[config.mk]
export PLATFORM = sky130hd
export DESIGN_NAME = bus_hold_timer
export DESIGN_NICKNAME = d
export VERILOG_FILES = /design/src/rtl/bht_pkg.sv /design/src/rtl/bht_regs.sv /design/src/rtl/bht_counter.sv /design/src/rtl/bht_release.sv /design/src/rtl/bus_hold_timer.sv
export SDC_FILE = /design/constraint.sdc
export NUM_CORES = 1
export LEC_CHECK = 0
export ABC_AREA = 1
export BUFFER_PORTS_ARGS = -buffer_cell sky130_fd_sc_hd__buf_2
export CORE_MARGIN = 2
export CORE_UTILIZATION = 45
export DETAILED_ROUTE_END_ITERATION = 16
export HOLD_SLACK_MARGIN = 0.02
export PLACE_DENSITY_LB_ADDON = 0.12
export SLEW_MARGIN = 20
export SYNTH_ARGS = -nofsm -noshare
export SYNTH_HDL_FRONTEND = slang
export SYNTH_SLANG_ARGS = --single-unit
export TNS_END_PERCENT = 50
[constraint.sdc]
create_clock -name clk -period 2.8 [get_ports clk]
set_input_delay 0.14 -clock clk [delete_from_list [all_inputs] [get_ports clk]]
set_output_delay 0.14 -clock clk [all_outputs]
set_load 0.02 [all_outputs]
[src/rtl/bht_pkg.sv]
package bht_pkg;
  localparam int ADDR_W = 2;
  localparam logic [ADDR_W-1:0] ADDR_LIMIT = 2'd0;
  localparam logic [ADDR_W-1:0] ADDR_COUNT = 2'd1;
  localparam logic [ADDR_W-1:0] ADDR_STAT  = 2'd2;

  typedef enum logic {ST_RUN = 1'b0, ST_DROP = 1'b1} rel_st_e;
endpackage

[src/rtl/bht_regs.sv]
module bht_regs
  import bht_pkg::*;
#(
  parameter int W = 16
) (
  input  logic              clk,
  input  logic              rst_n,
  input  logic              wr,
  input  logic [ADDR_W-1:0] addr,
  input  logic [W-1:0]      wdata,
  input  logic [W-1:0]      cnt,
  output logic [W-1:0]      lim,
  output logic              err,
  output logic [W-1:0]      rdata
);
  localparam logic [W-1:0] ILLEGAL = W'(1);
  localparam logic [W-1:0] MIN_OK  = W'(2);

  logic bad_wr;
  assign bad_wr = wr && (addr == ADDR_LIMIT) && (wdata == ILLEGAL);

  always_ff @(posedge clk) begin
    if (!rst_n) begin
      lim <= '0;
      err <= 1'b0;
    end else begin
      if (wr && addr == ADDR_LIMIT)
        lim <= bad_wr ? MIN_OK : wdata;
      if (bad_wr)
        err <= 1'b1;
      else if (wr && addr == ADDR_STAT && wdata[0])
        err <= 1'b0;
    end
  end

  always_comb begin
    case (addr)
      ADDR_LIMIT: rdata = lim;
      ADDR_COUNT: rdata = cnt;
      ADDR_STAT:  rdata = {{(W-1){1'b0}}, err};
      default:    rdata = '0;
    endcase
  end

  p_limit_legal_r2: assert property (@(posedge clk) disable iff (!rst_n)
    lim != ILLEGAL);

  p_bad_write_r2: assert property (@(posedge clk) disable iff (!rst_n)
    bad_wr |=> (err && lim == MIN_OK));
endmodule

[src/rtl/bht_counter.sv]
module bht_counter #(
  parameter int W = 16
) (
  input  logic         clk,
  input  logic         rst_n,
  input  logic [W-1:0] lim,
  input  logic         owned,
  input  logic         xfer,
  input  logic         others,
  input  logic         req_eff,
  output logic [W-1:0] cnt,
  output logic         expired
);
  logic owned_q;
  logic acq;
  logic qual;

  assign acq     = owned && !owned_q;
  assign qual    = owned && xfer && others && (lim != '0);
  assign expired = qual && (cnt == '0) && !acq && req_eff;

  always_ff @(posedge clk) begin
    if (!rst_n) begin
      owned_q <= 1'b0;
      cnt     <= '0;
    end else begin
      owned_q <= owned;
      if (!req_eff)
        cnt <= lim;
      else if (acq)
        cnt <= lim;
      else if (qual && cnt != '0)
        cnt <= cnt - 1'b1;
    end
  end

  p_reload_r6: assert property (@(posedge clk) disable iff (!rst_n)
    !req_eff |=> cnt == $past(lim));

  p_acq_load_r4: assert property (@(posedge clk) disable iff (!rst_n)
    (req_eff && acq) |=> cnt == $past(lim));

  p_dec_one_r5: assert property (@(posedge clk) disable iff (!rst_n)
    (req_eff && !acq && qual && cnt != '0) |=> cnt == $past(cnt) - 1'b1);

  p_hold_r5: assert property (@(posedge clk) disable iff (!rst_n)
    (req_eff && !acq && !qual) |=> $stable(cnt));
endmodule

[src/rtl/bht_release.sv]
module bht_release
  import bht_pkg::*;
(
  input  logic clk,
  input  logic rst_n,
  input  logic expired,
  input  logic req_in,
  output logic force_release,
  output logic req_out
);
  rel_st_e st;

  always_ff @(posedge clk) begin
    if (!rst_n)
      st <= ST_RUN;
    else if (st == ST_RUN && expired)
      st <= ST_DROP;
    else
      st <= ST_RUN;
  end

  assign force_release = (st == ST_DROP);
  assign req_out       = req_in && !force_release;

  p_pulse_r7: assert property (@(posedge clk) disable iff (!rst_n)
    force_release |=> !force_release);

  p_fire_r7: assert property (@(posedge clk) disable iff (!rst_n)
    (expired && !force_release) |=> force_release);

  p_req_low_r9: assert property (@(posedge clk) disable iff (!rst_n)
    force_release |-> !req_out);
endmodule

[src/rtl/bus_hold_timer.sv]
module bus_hold_timer
  import bht_pkg::*;
#(
  parameter int W = 16
) (
  input  logic              clk,
  input  logic              rst_n,
  input  logic              reg_wr,
  input  logic [ADDR_W-1:0] reg_addr,
  input  logic [W-1:0]      reg_wdata,
  output logic [W-1:0]      reg_rdata,
  input  logic              bus_owned,
  input  logic              bus_xfer,
  input  logic              others_req,
  input  logic              req_in,
  output logic              req_out,
  output logic              force_release
);
  logic [W-1:0] lim;
  logic [W-1:0] cnt;
  logic         err;
  logic         expired;

  bht_regs #(.W(W)) u_regs (
    .clk(clk), .rst_n(rst_n), .wr(reg_wr), .addr(reg_addr),
    .wdata(reg_wdata), .cnt(cnt), .lim(lim), .err(err), .rdata(reg_rdata)
  );

  bht_counter #(.W(W)) u_cnt (
    .clk(clk), .rst_n(rst_n), .lim(lim), .owned(bus_owned),
    .xfer(bus_xfer), .others(others_req), .req_eff(req_out),
    .cnt(cnt), .expired(expired)
  );

  bht_release u_rel (
    .clk(clk), .rst_n(rst_n), .expired(expired), .req_in(req_in),
    .force_release(force_release), .req_out(req_out)
  );

  p_off_r8: assert property (@(posedge clk) disable iff (!rst_n)
    force_release |-> $past(lim) != '0);
endmodule

After elaboration in Yosys (flattened, before gate mapping)
Cells that the tools add are included.
{"block": "op_classes", "addsub": 1, "n_mul": 0, "div": 0, "n_lt_le_gt_ge": 0, "n_eq_ne": 4, "shifts": 0, "mux": 8, "n_bitwise": 1, "n_reduce_logical": 22}
{"cell": "16-bit two-way mux", "count": 4}
{"cell": "16-bit one-hot mux with 3 select lines", "count": 1}
{"cell": "16-bit nonzero test", "count": 2}
{"cell": "16-bit by 1-bit == test with 1-bit output, second input constant", "count": 1}
{"cell": "16-bit logical NOT", "count": 1}
{"cell": "16-bit by 1-bit subtractor with 16-bit output, second input constant", "count": 1}
{"cell": "1-bit logical AND", "count": 14}
{"cell": "1-bit logical NOT", "count": 3}
{"cell": "1-bit two-way mux", "count": 3}
{"cell": "3-bit inequality test, second input constant", "count": 1}
{"cell": "2-bit by 1-bit == test with 1-bit output, second input constant", "count": 1}
{"cell": "2-bit == test, second input constant", "count": 1}
{"cell": "2-bit logical NOT", "count": 1}
{"cell": "2-bit nonzero test", "count": 1}
{"cell": "1-bit NOT", "count": 1}
{"block": "totals", "ff_bits": 35, "latch_bits": 0, "mem_bits_rw": 0, "mem_bits_ro": 0, "in_bits": 25, "out_inout_bits": 18, "elab_cells": 41, "n_memories": 0}

Longest topological paths before layout
Gate-level depths: netlist (run 1).
{"block": "depth", "word_depth": 8, "depth_mapped": 11, "mapped_depth_nobuf": 11}

Hierarchy
From an unflattened synthesis (run 1), not the netlist that was laid out.
{"block": "unflattened", "hier_cells": 379, "hier_area_um2": 2336.0}
{"mod": "bht_counter", "n_inst": 1, "cells_per_inst": 226, "area_per_inst_um2": 1356.3, "seq_area_each_um2": 340.3}
{"mod": "bht_regs", "n_inst": 1, "cells_per_inst": 148, "area_per_inst_um2": 942.2, "seq_area_each_um2": 340.3}
{"mod": "bht_release", "n_inst": 1, "cells_per_inst": 5, "area_per_inst_um2": 37.5, "seq_area_each_um2": 20.0}

Worst setup path after synthesis (run 1)
Ideal clock, no wire load.
{"block": "synth_path", "path_type": "flip-flop to flip-flop", "from": "register u_cnt.cnt[0]", "to": "register u_cnt.cnt[7]", "setup_ps": 132, "arrival_ps": 1362, "required_ps": 2668, "slack_ps": 1306, "stages_incl_launch_ff": 11, "n_path_buf": 1, "period_less_slack_ps": 1494, "cell_sequence": "dfxtp_1 inv_1 ha_1 nand3_2 nor2_4 nand2_4 nand3_4 buf_6 nor2_1 nor2_1 a21oi_1"}
{"block": "synth_between", "elab_chain_len": 4, "elab_cells_between_ends": 7, "classes_between": "1 x add/sub; 1 x eq/ne; 3 x mux; 2 x reduce/logical"}
{"item": "from (decl)", "line_no": "bht_counter.sv:11", "text": "output logic [W-1:0] cnt,"}
{"item": "from (signal assigned)", "line_no": "bht_counter.sv:29", "text": "cnt <= lim;"}
{"item": "from (signal assigned)", "line_no": "bht_counter.sv:31", "text": "cnt <= lim;"}
{"item": "from (signal assigned)", "line_no": "bht_counter.sv:33", "text": "cnt <= cnt - 1'b1;"}
{"item": "16-bit by 1-bit subtractor with 16-bit output", "line_no": "bht_counter.sv:33"}
{"item": "16-bit two-way mux", "line_no": "bht_counter.sv:32", "text": "else if (qual && cnt != '0)"}
{"item": "16-bit two-way mux", "line_no": "bht_counter.sv:30", "text": "else if (acq)"}
{"item": "16-bit two-way mux", "line_no": "bht_counter.sv:28", "text": "if (!req_eff)"}
Several ways; a longest one is shown, not always the timed one. The select of a mux whose other input is x is not followed.
A chain may end at the register's enable or synchronous reset.

Worst setup path in the final report (run 1)
{"block": "layout_path", "from": "register u_cnt.cnt[0]", "to": "register u_cnt.cnt[4]"}
Same word-level chain as after synthesis.

==> results.toml, run 1 <==
[cts]
cts_setup_buffers = 0
cts_max_level = 2
clockRootBuffer = "clkbuf_8"
cts_sinks = 35
clk_latency_ns = 0.29
cts_made_buffers = 5
cts-resized-gates = 0
clk_pin_slew_worst_paths_ns = 0.08
cts.path.max_buffers = 2
cts_tree = "yes"
cts_hold_buf = 0

[cells_and_area]
drive_above_1_share_pct = 18.7
register_area_um2 = 701
multi_input_area_mm2 = 0.00129
utilization_pct = 53.6
n_fill_cell = 526
nets = 426
areaGrowthSynthToFinish_pct = 14.6
diodes = 0

[die]
start_util_pct = 46.8
coreArea_mm2 = 0.00475
rows = 25
die_area_mm2 = 0.00552
io_pins = 43
dieWidth_um = 74.3
die_y_um = 74.3

[routing]
wl_mm = 5.96
drc_errors = 0
drt-initial-drc-count = 128
vias = 2348
antenna_left = 0
viasPerCell = 5.02
drtPass1Iterations = 4
avgRoutedWirePerCell_um = 12.7

[global_route]
grt_usage_pct = 22.8
grt_pass1_vias = 2062
grt_pass1_wl_mm = 9.56
grt_max_degree = 25
gr-total-overflow = 0
antenna_found_initial = 0

[power]
power_density_mw_per_mm2 = 469
power.leakage_nw = 1.23
peakVddDrop_mv = 0.262

[worst_setup_path]
worstSetupEndpointType = "register"
start_kind = "register"
cp.arrival_ns = 2.04
crit_required_ns = 3.02
crit_type = "register to register"
rr_worst_depth = 10
crit_fanout = 11

[synthesis]
synth_area_leaders = "dfxtp_1, nand2_1, nor2_1, nand3_1, inv_1"
avgSynthCellArea_um2 = 6.14
synth-seq-area-share_pct = 31.5
synth-seq-cells = 35
synth_area_leader_cell = "dfxtp_1"
synth_area_mm2 = 0.00222
synth_top_area_share_pct = 31.5
synthDistinctLibCells = 28
synthCells = 362
syn-num-nets = 388
ys_warn_count = 0

[sta]
fin_crit_sh_pct = 65.2
rsz0062_at_grt = "false"
max_freq_mhz = 548
setup_violations = 0
hold_viol = 0
slew_violations = 0
maxSlewHeadroom_pct = 49.3
worst_pin_slew_ns = 0.760
clock_skew_ns = 0.00212
finalCriticalPeriod_ns = 1.82
tns_ns = 0

[flow_run]
maxCapViolations = 0

[place]
hpwl_mm = 4.39
io_buffer_count = 42
routabilityCongestion = 0.869

[status]
status = "finished, final reports clean"

[min_path]
min_path_cells = 3
min_path_type = "primary input to register"
==> metal layers <==
metal  track usage [%]  routed length, um
met1              30.5               2770
met5                 0                  0
met4              7.14                 89
met3              4.34                370
met2              37.3               2730
==> layout by cell type (no fill, tap or decap), drive strengths merged, types with 6 or more instances in the layout <==
cell / count
a21oi: 28
nand3: 36
o22ai: 6
nor2: 64
o21ai: 17
clkbuf: 6
dfxtp: 35
buf: 43
inv: 44
nand2: 106
==> state kept, by name, indices dropped and copies added (netlist names) <==
signal / cells
u_rel.force_release: 1
u_regs.err: 1
u_cnt.cnt: 16
u_cnt.owned_q: 1
u_regs.lim: 16
==> cell type report <==
cell class                 instances  share of cell area [%]
tap                               67                    3.29
timing repair buffer              43                    8.55
sequential                        35                    27.5
clock buffer                       6                    2.85
inverter                          44                    6.48
multi-input combinational        271                    50.8
clock inverter                     2                   0.491
==> critical path: stages (launching register included) <==
cell and delay, ns:
dfxtp_1 0.34, inv_1 0.16, ha_1 0.23, nand3_2 0.17, nor2_4 0.19, nand2_4 0.08, nand3_4 0.16, nand2_2 0.11
inv_2 0.12, nand2_1 0.06, a21oi_1 0.13
==> report_power, final <==
group / leakage (nW) / switching [mW] / internal (mW)
sequential: 0.284 / 0.0200 / 0.515
combinational: 0.907 / 0.188 / 0.0989
clock: 0.0412 / 0.198 / 0.174
==> Yosys cell counts, drive strengths merged <==
| master | count |
|---|---|
| a211oi | 1 |
| a21oi | 28 |
| buf | 7 |
| clkbuf | 5 |
| dfxtp | 35 |
| ha | 1 |
| inv | 44 |
| nand2 | 106 |
| nand3 | 36 |
| nand4 | 3 |
| nor2 | 64 |
| nor4 | 2 |
| o21ai | 17 |
| o221ai | 1 |
| o22ai | 6 |
| or2 | 1 |
| xnor2 | 1 |
| xor2 | 4 |
==> metrics by stage <==
stage	std cells	hold slack (ns)	instance area (um^2)	setup WS, ns	power (mW)
after floorplan	362	0.233	2220	1.31	0.761
after global placement	460	0.343	2460	1.00	0.832
after detailed placement	460	0.336	2460	0.997	0.832
after CTS	468	0.0305	2550	0.985	1.20
after global routing	468	0.0527	2550	0.807	1.26
final	468	0.0402	2550	0.976	1.19
==> path summary, 6_finish.rpt <==
path                 from       endpoint  slack [ns]
max          u_cnt.cnt[0]   u_cnt.cnt[4]        0.98
min reg2reg    u_regs.err     u_regs.err        0.47
max reg2reg  u_cnt.cnt[0]   u_cnt.cnt[4]        0.98
min             bus_owned  u_cnt.owned_q        0.04
==> kinds of logic (layout without fill, tap and decap cells) <==
group	after synthesis	count (layout)	synth area share (%)
AND/OR/NAND/NOR	212	212	42.7
flip-flops	35	35	31.5
buffers and inverters	56	95	10.2
AO/OA/AOI/OAI	53	53	13.1
XOR/XNOR	5	5	1.97
adder cells (fa/ha/maj)	1	1	0.563
(Power assumes the default switching activity.)
==> inputs of run 2 (changes only) <==
==> constraint.sdc (replaced) <==
create_clock -name clk -period 1.6 [get_ports clk]
set_input_delay 0.08 -clock clk [delete_from_list [all_inputs] [get_ports clk]]
set_output_delay 0.08 -clock clk [all_outputs]
set_load 0.02 [all_outputs]
==> run 2 against run 1 <==
Against the previous run: count of clock-buffer cells in the layout did not move; worst setup slack worse by 0.90 ns; register-to-register slack got worse by 0.90 ns; first-iteration DRC count down 7.0%; global-route usage increased by 0.70 points; wire length grew 2.7%; clock power increased by 74%; sequential share of layout area is 1.9 points lower; clock skew is 0.0069 ns higher; non-clock buffer count is 21 higher; via count up 2.7%; critical endpoint is now u_cnt.cnt[10]; largest cell class unchanged.
==> results.toml, run 2 (same netlist as run 1, synthesis figures left out) <==
[status]
status = "finished, final reports clean"

[cells_and_area]
fin_area_mm2 = 0.00275
top_regs = "u_cnt.cnt: 16 flops, u_regs.lim: 16 flops"
nets = 448
utilization_pct = 57.8
diodes = 0
areaGrowthSynthToFinish_pct = 23.5
drive_above_1_share_pct = 23.4
layout_common_cells = "nand2_1, nor2_1, buf_2, inv_1, dfxtp_1"
final_common_cell = "nand2_1"
fin_cells = 490

[sta]
slew_violations = 0
holdWs_ns = 0.0316
finalCriticalPeriod_ns = 1.52
worst_slack_ns = 0.0793
setup_violations = 0
hold_viol = 0
worst_pin_slew_ns = 0.547
maxSlewHeadroom_pct = 63.5
rsz0062_at_grt = "true"
clock_skew_ns = 0.00902
max_freq_mhz = 658
fin_crit_sh_pct = 95.0

[worst_setup_path]
crit_type = "register to register"
crit_fanout = 7
cp.arrival_ns = 1.76
start_kind = "register"
r2r_slack_ns = 0.08
critPathSlowestCell = "dfxtp_2"
cpPeakStageDelay_ns = 0.33
crit_required_ns = 1.84
worstSetupEndpointType = "register"
path_cells = "inv_1 -> ha_2 -> nand3_4 -> nor2_4 -> nand2_4 -> nand3_4 -> buf_6 -> nand3_1 -> nand3_1 -> nand2_1 -> inv_1"

[global_route]
grt_usage_pct = 23.5
grt_pass1_wl_mm = 9.99
grt_max_degree = 18
grt_pass1_vias = 2122
antenna_found_initial = 0
gr-total-overflow = 0

[routing]
vias = 2412
avgRoutedWirePerCell_um = 12.5
drc_errors = 0
drtPass1Iterations = 4
wl_mm = 6.12
drt-initial-drc-count = 119
antenna_left = 0
viasPerCell = 4.92

[place]
routabilityCongestion = 0.898
dp.cells = 476
hpwl_mm = 4.55
post_dp_cell_area_mm2 = 0.00258
place_ws_ns = 0.0104
io_buffer_count = 42

[die]
die_y_um = 74.3
rows = 25
io_pins = 43
coreArea_mm2 = 0.00475
dieWidth_um = 74.3
die_area_mm2 = 0.00552
start_util_pct = 46.8

[cts]
cts_tree = "yes"
cts.path.max_buffers = 2
clk_latency_ns = 0.29
clockRootBuffer = "clkbuf_8"
clk_pin_slew_worst_paths_ns = 0.08
cts_made_buffers = 5
cts_sinks = 35
cts_max_level = 2

[power]
power_density_mw_per_mm2 = 785
peakVddDrop_mv = 0.459
power.leakage_nw = 1.34

[min_path]
min_path_type = "primary input to register"

[flow_run]
maxCapViolations = 0
[run 2: cell types whose count changed in the layout (fill, tap and decap cells not counted), sizes merged]
cell         before  now
dlygate4sd3       0    1
buf              43   63
nor2             64   65
[run 2: metal layers]
layer / track usage [%] / wire [um]
met1: 32.6 / 2940
met2: 38.7 / 2840
met3: 3.66 / 270
met4: 5.36 / 59
met5: 0 / 0
[run 2: final cells by class]
class,instances,area (um^2)
clock buffer,6,72.6
clock inverter,2,12.5
fill,534,2010
inverter,44,165
multi-input combinational,272,1330
sequential,35,702
tap,67,83.8
timing repair buffer,64,382
[run 2: where the power goes]
part / switching, mW / internal [mW]
sequential: 0.0293 / 0.902
clock: 0.344 / 0.305
combinational: 0.361 / 0.216
[run 2: final timing paths]
path / start / end / cells after the start
hold / removal: reg_wdata[10] / u_regs.lim[10] / 3
setup reg to reg: u_cnt.cnt[1] / u_cnt.cnt[10] / 11
setup / recovery: u_cnt.cnt[1] / u_cnt.cnt[10] / 11
hold reg to reg: u_regs.err / u_regs.err / 2
[run 2: what timing repair did]
action | 4_1_cts | 5_1_grt
gates resized for setup | 1 | 8
pin swaps | 1 | 4
buffers inserted | 0 | 4
endpoints found under the hold margin | 1 | 0
cloned | 0 | 1
endpoints found under the setup margin | 8 | 17
hold buffers | 1 | 0
[run 2: per-stage QoR]
| step | setup TNS (ns) | total power [mW] |
|---|---|---|
| finish | 0 | 2.16 |
| global route | -0.0930 | 2.28 |
| CTS | 0 | 2.14 |
| floorplan | 0 | 1.33 |
| global placement | 0 | 1.48 |
| detailed placement | 0 | 1.49 |
[run 2: worst max-delay path: cells and delay by family (launching register included)]
| kind | cells | cell delay, ns |
|---|---|---|
| buf+inv | 3 | 0.26 |
| simple gates | 7 | 0.67 |
| fa+ha+maj | 1 | 0.21 |
| flops | 1 | 0.33 |
==> inputs of run 3 (changes only) <==
--- a/config.mk
+++ b/config.mk
@@ -5,11 +5,11 @@
 export SDC_FILE = /design/constraint.sdc
 export NUM_CORES = 1
 export LEC_CHECK = 0
-export ABC_AREA = 1
 export BUFFER_PORTS_ARGS = -buffer_cell sky130_fd_sc_hd__buf_2
 export CORE_MARGIN = 2
 export CORE_UTILIZATION = 45
 export DETAILED_ROUTE_END_ITERATION = 16
+export GPL_TIMING_DRIVEN = 1
 export HOLD_SLACK_MARGIN = 0.02
 export PLACE_DENSITY_LB_ADDON = 0.12
 export SLEW_MARGIN = 20
==> run 3 against run 2 <==
Against the previous run: the flow now finishes with violations (setup timing); count of clock-buffer cells in the layout grew 1; non-clock buffer count is 35 higher; design area is 0.14% higher; area after synthesis is 14% lower; global-route usage increased by 0.38 points; sequential share of layout area rose by 0.056 points; power decreased by 1.6%; clock power is 5.5% lower; die area decreased by 14%; worst hold slack gained 0.0057 ns; critical path depth shrank 4; flip-flop and latch count is the same.
==> results.toml, run 3 <==
[routing]
drt-initial-drc-count = 196
vias = 2156
drtPass1Iterations = 4
drc_errors = 0
antenna_left = 0
avgRoutedWirePerCell_um = 14.5
viasPerCell = 5.59
wl_mm = 5.58

[cells_and_area]
areaGrowthSynthToFinish_pct = 44.5
layout_common_cells = "buf_4, buf_2, nand2_1, dfxtp_1, nor2_1"
n_fill_cell = 345
top_regs = "u_cnt.cnt: 16 flops, u_regs.lim: 16 flops"
diodes = 0
nets = 361
drive_above_1_share_pct = 39.6
final_common_cell = "buf_4"
fin_cells = 386

[flow_run]
maxCapViolations = 0

[cts]
cts_max_level = 2
clk_pin_slew_worst_paths_ns = 0.07
cts_made_buffers = 5
clockRootBuffer = "clkbuf_8"
cts_sinks = 35
cts_tree = "yes"
cts.path.max_buffers = 2
clk_latency_ns = 0.29

[worst_setup_path]
critical_path.startpoint = "u_cnt.cnt[1]"
path_cells = "inv_2 -> ha_4 -> or4b_4 -> or4_4 -> nand3_4 -> mux2_4 -> o22ai_2"
rr_startpoint = "u_cnt.cnt[1]"
critPathTopFamily = "simple AND/OR/NAND/NOR gates"
worst-path-buf-inv = 1
cpPeakStageDelay_ns = 0.52
crit_required_ns = 1.81
cp.arrival_ns = 2.33
start_kind = "register"
crit_type = "register to register"
critPathSlowestCell = "or4_4"
worstSetupEndpointType = "register"
crit_fanout = 3

[sta]
rsz0062_at_grt = "true"
max_freq_mhz = 473
fin_crit_sh_pct = 132
setup_violations = 16
maxSlewHeadroom_pct = 72.2
worst_slack_ns = -0.513
worst_pin_slew_ns = 0.413
slew_violations = 0
hold_viol = 0
finalCriticalPeriod_ns = 2.11
clock_skew_ns = 0.00384

[synthesis]
synth_top_cells_by_count = "dfxtp_1, nand2_1, nor2_1, o21ai_0, a21oi_1"
synth-edff-count = 0
synthDistinctLibCells = 38
synth_top_area_share_pct = 36.8
avgSynthCellArea_um2 = 7.77
synth_area_mm2 = 0.00190
synth-seq-area-share_pct = 36.8
ys_warn_count = 0
syn-num-nets = 271
synth_area_leader_cell = "dfxtp_1"
synth-seq-cells = 35
synth_area_leaders = "dfxtp_1, mux2i_1, nand2_1, o21ai_0, a21oi_1"
synthCells = 245
async_flop_share_pct = 0
ys.flop_type = "dfxtp_1"

[die]
dieWidth_um = 69.0
rows = 23
io_pins = 43
start_util_pct = 47.2
die_y_um = 69.0
coreArea_mm2 = 0.00403
die_area_mm2 = 0.00477

[global_route]
grt_pass1_vias = 1946
grt_max_degree = 23
grt_pass1_wl_mm = 9.32
gr-total-overflow = 0
grt_usage_pct = 23.9
antenna_found_initial = 0

[power]
peakVddDrop_mv = 0.548
power.leakage_nw = 1.20
power_density_mw_per_mm2 = 772

[place]
hpwl_mm = 4.06
routabilityCongestion = 0.911
dp.cells = 371
place_ws_ns = -0.559
io_buffer_count = 42

[min_path]
min_path_type = "primary input to register"
worstHoldStart = "reg_wdata[3]"

[status]
violations = "setup timing"
status = "finished, violations left"
-- run 3: worst paths after layout --
kind	depth (start not counted)	slack, ns	to
worst max-delay path	7	-0.51	u_cnt.cnt[1]
worst min-delay path	3	0.04	u_regs.lim[3]
worst max register to register	7	-0.51	u_cnt.cnt[1]
worst min register to register	2	0.50	u_regs.err
-- run 3: area by class of cell --
| cell class | count | area, um^2 | area share, % |
|---|---|---|---|
| Sequential cell | 35 | 704 | 25.6 |
| Timing Repair Buffer | 99 | 649 | 23.6 |
| Inverter | 5 | 18.8 | 0.682 |
| Multi-Input combinational cell | 189 | 1230 | 44.9 |
| Clock inverter | 1 | 5.00 | 0.182 |
| Tap cell | 50 | 62.6 | 2.27 |
| Clock buffer | 7 | 76.3 | 2.78 |
-- run 3: cells by family (layout without fill, tap and decap cells) --
kind of cell / after synthesis / after routing / share of synthesized area, %
AND/OR/NAND/NOR: 106 / 106 / 29.2
multiplexers: 17 / 17 / 9.01
XOR/XNOR: 3 / 3 / 1.38
adder cells (fa/ha/maj): 1 / 1 / 0.657
buffers and inverters: 21 / 112 / 4.40
flip-flops: 35 / 35 / 36.8
AO/OA/AOI/OAI: 62 / 62 / 18.5
-- run 3: where the power goes --
group	total [mW]	switching (mW)	internal, mW
sequential	0.931	0.0208	0.910
combinational	0.579	0.302	0.277
clock	0.613	0.308	0.305
-- run 3: through the flow --
| stage | instance area (um^2) | hold WS (ns) | util (%) | total power [mW] | setup TNS, ns |
|---|---|---|---|---|---|
| after floorplan | 1940 | 0.202 | - | 1.24 | -6.99 |
| after global placement | 2520 | 0.324 | 62.5 | 1.45 | -7.19 |
| after detailed placement | 2520 | 0.335 | 62.5 | 1.46 | -7.73 |
| after CTS | 2650 | 0.0352 | 65.7 | 2.08 | -6.81 |
| after global routing | 2750 | 0.0416 | 68.3 | 2.24 | -8.12 |
| final | 2750 | 0.0374 | 68.3 | 2.12 | -6.92 |
-- run 3: layer usage --
| metal | wire length (um) | vias up | track usage, % |
|---|---|---|---|
| met3 | 474 | 10 | 5.12 |
| met1 | 2460 | 983 | 32.9 |
| met5 | 0 | - | 0 |
| met4 | 76 | 0 | 7.41 |
| li1 | - | 1080 | - |
| met2 | 2570 | 83 | 37.2 |
-- run 3: tightest hold or removal path: stages --
cell and delay, ns:
buf_2 0.10, nand2_1 0.05, a21oi_1 0.05
-- run 3: timing repair --
| item | in CTS | in global routing |
|---|---|---|
| setup buffers | 4 | 3 |
| resized for setup | 5 | 19 |
| hold buffers | 0 | 0 |
| pin swaps | 7 | 13 |
| setup endpoints to repair | 16 | 17 |
| hold endpoints to repair | 0 | 0 |
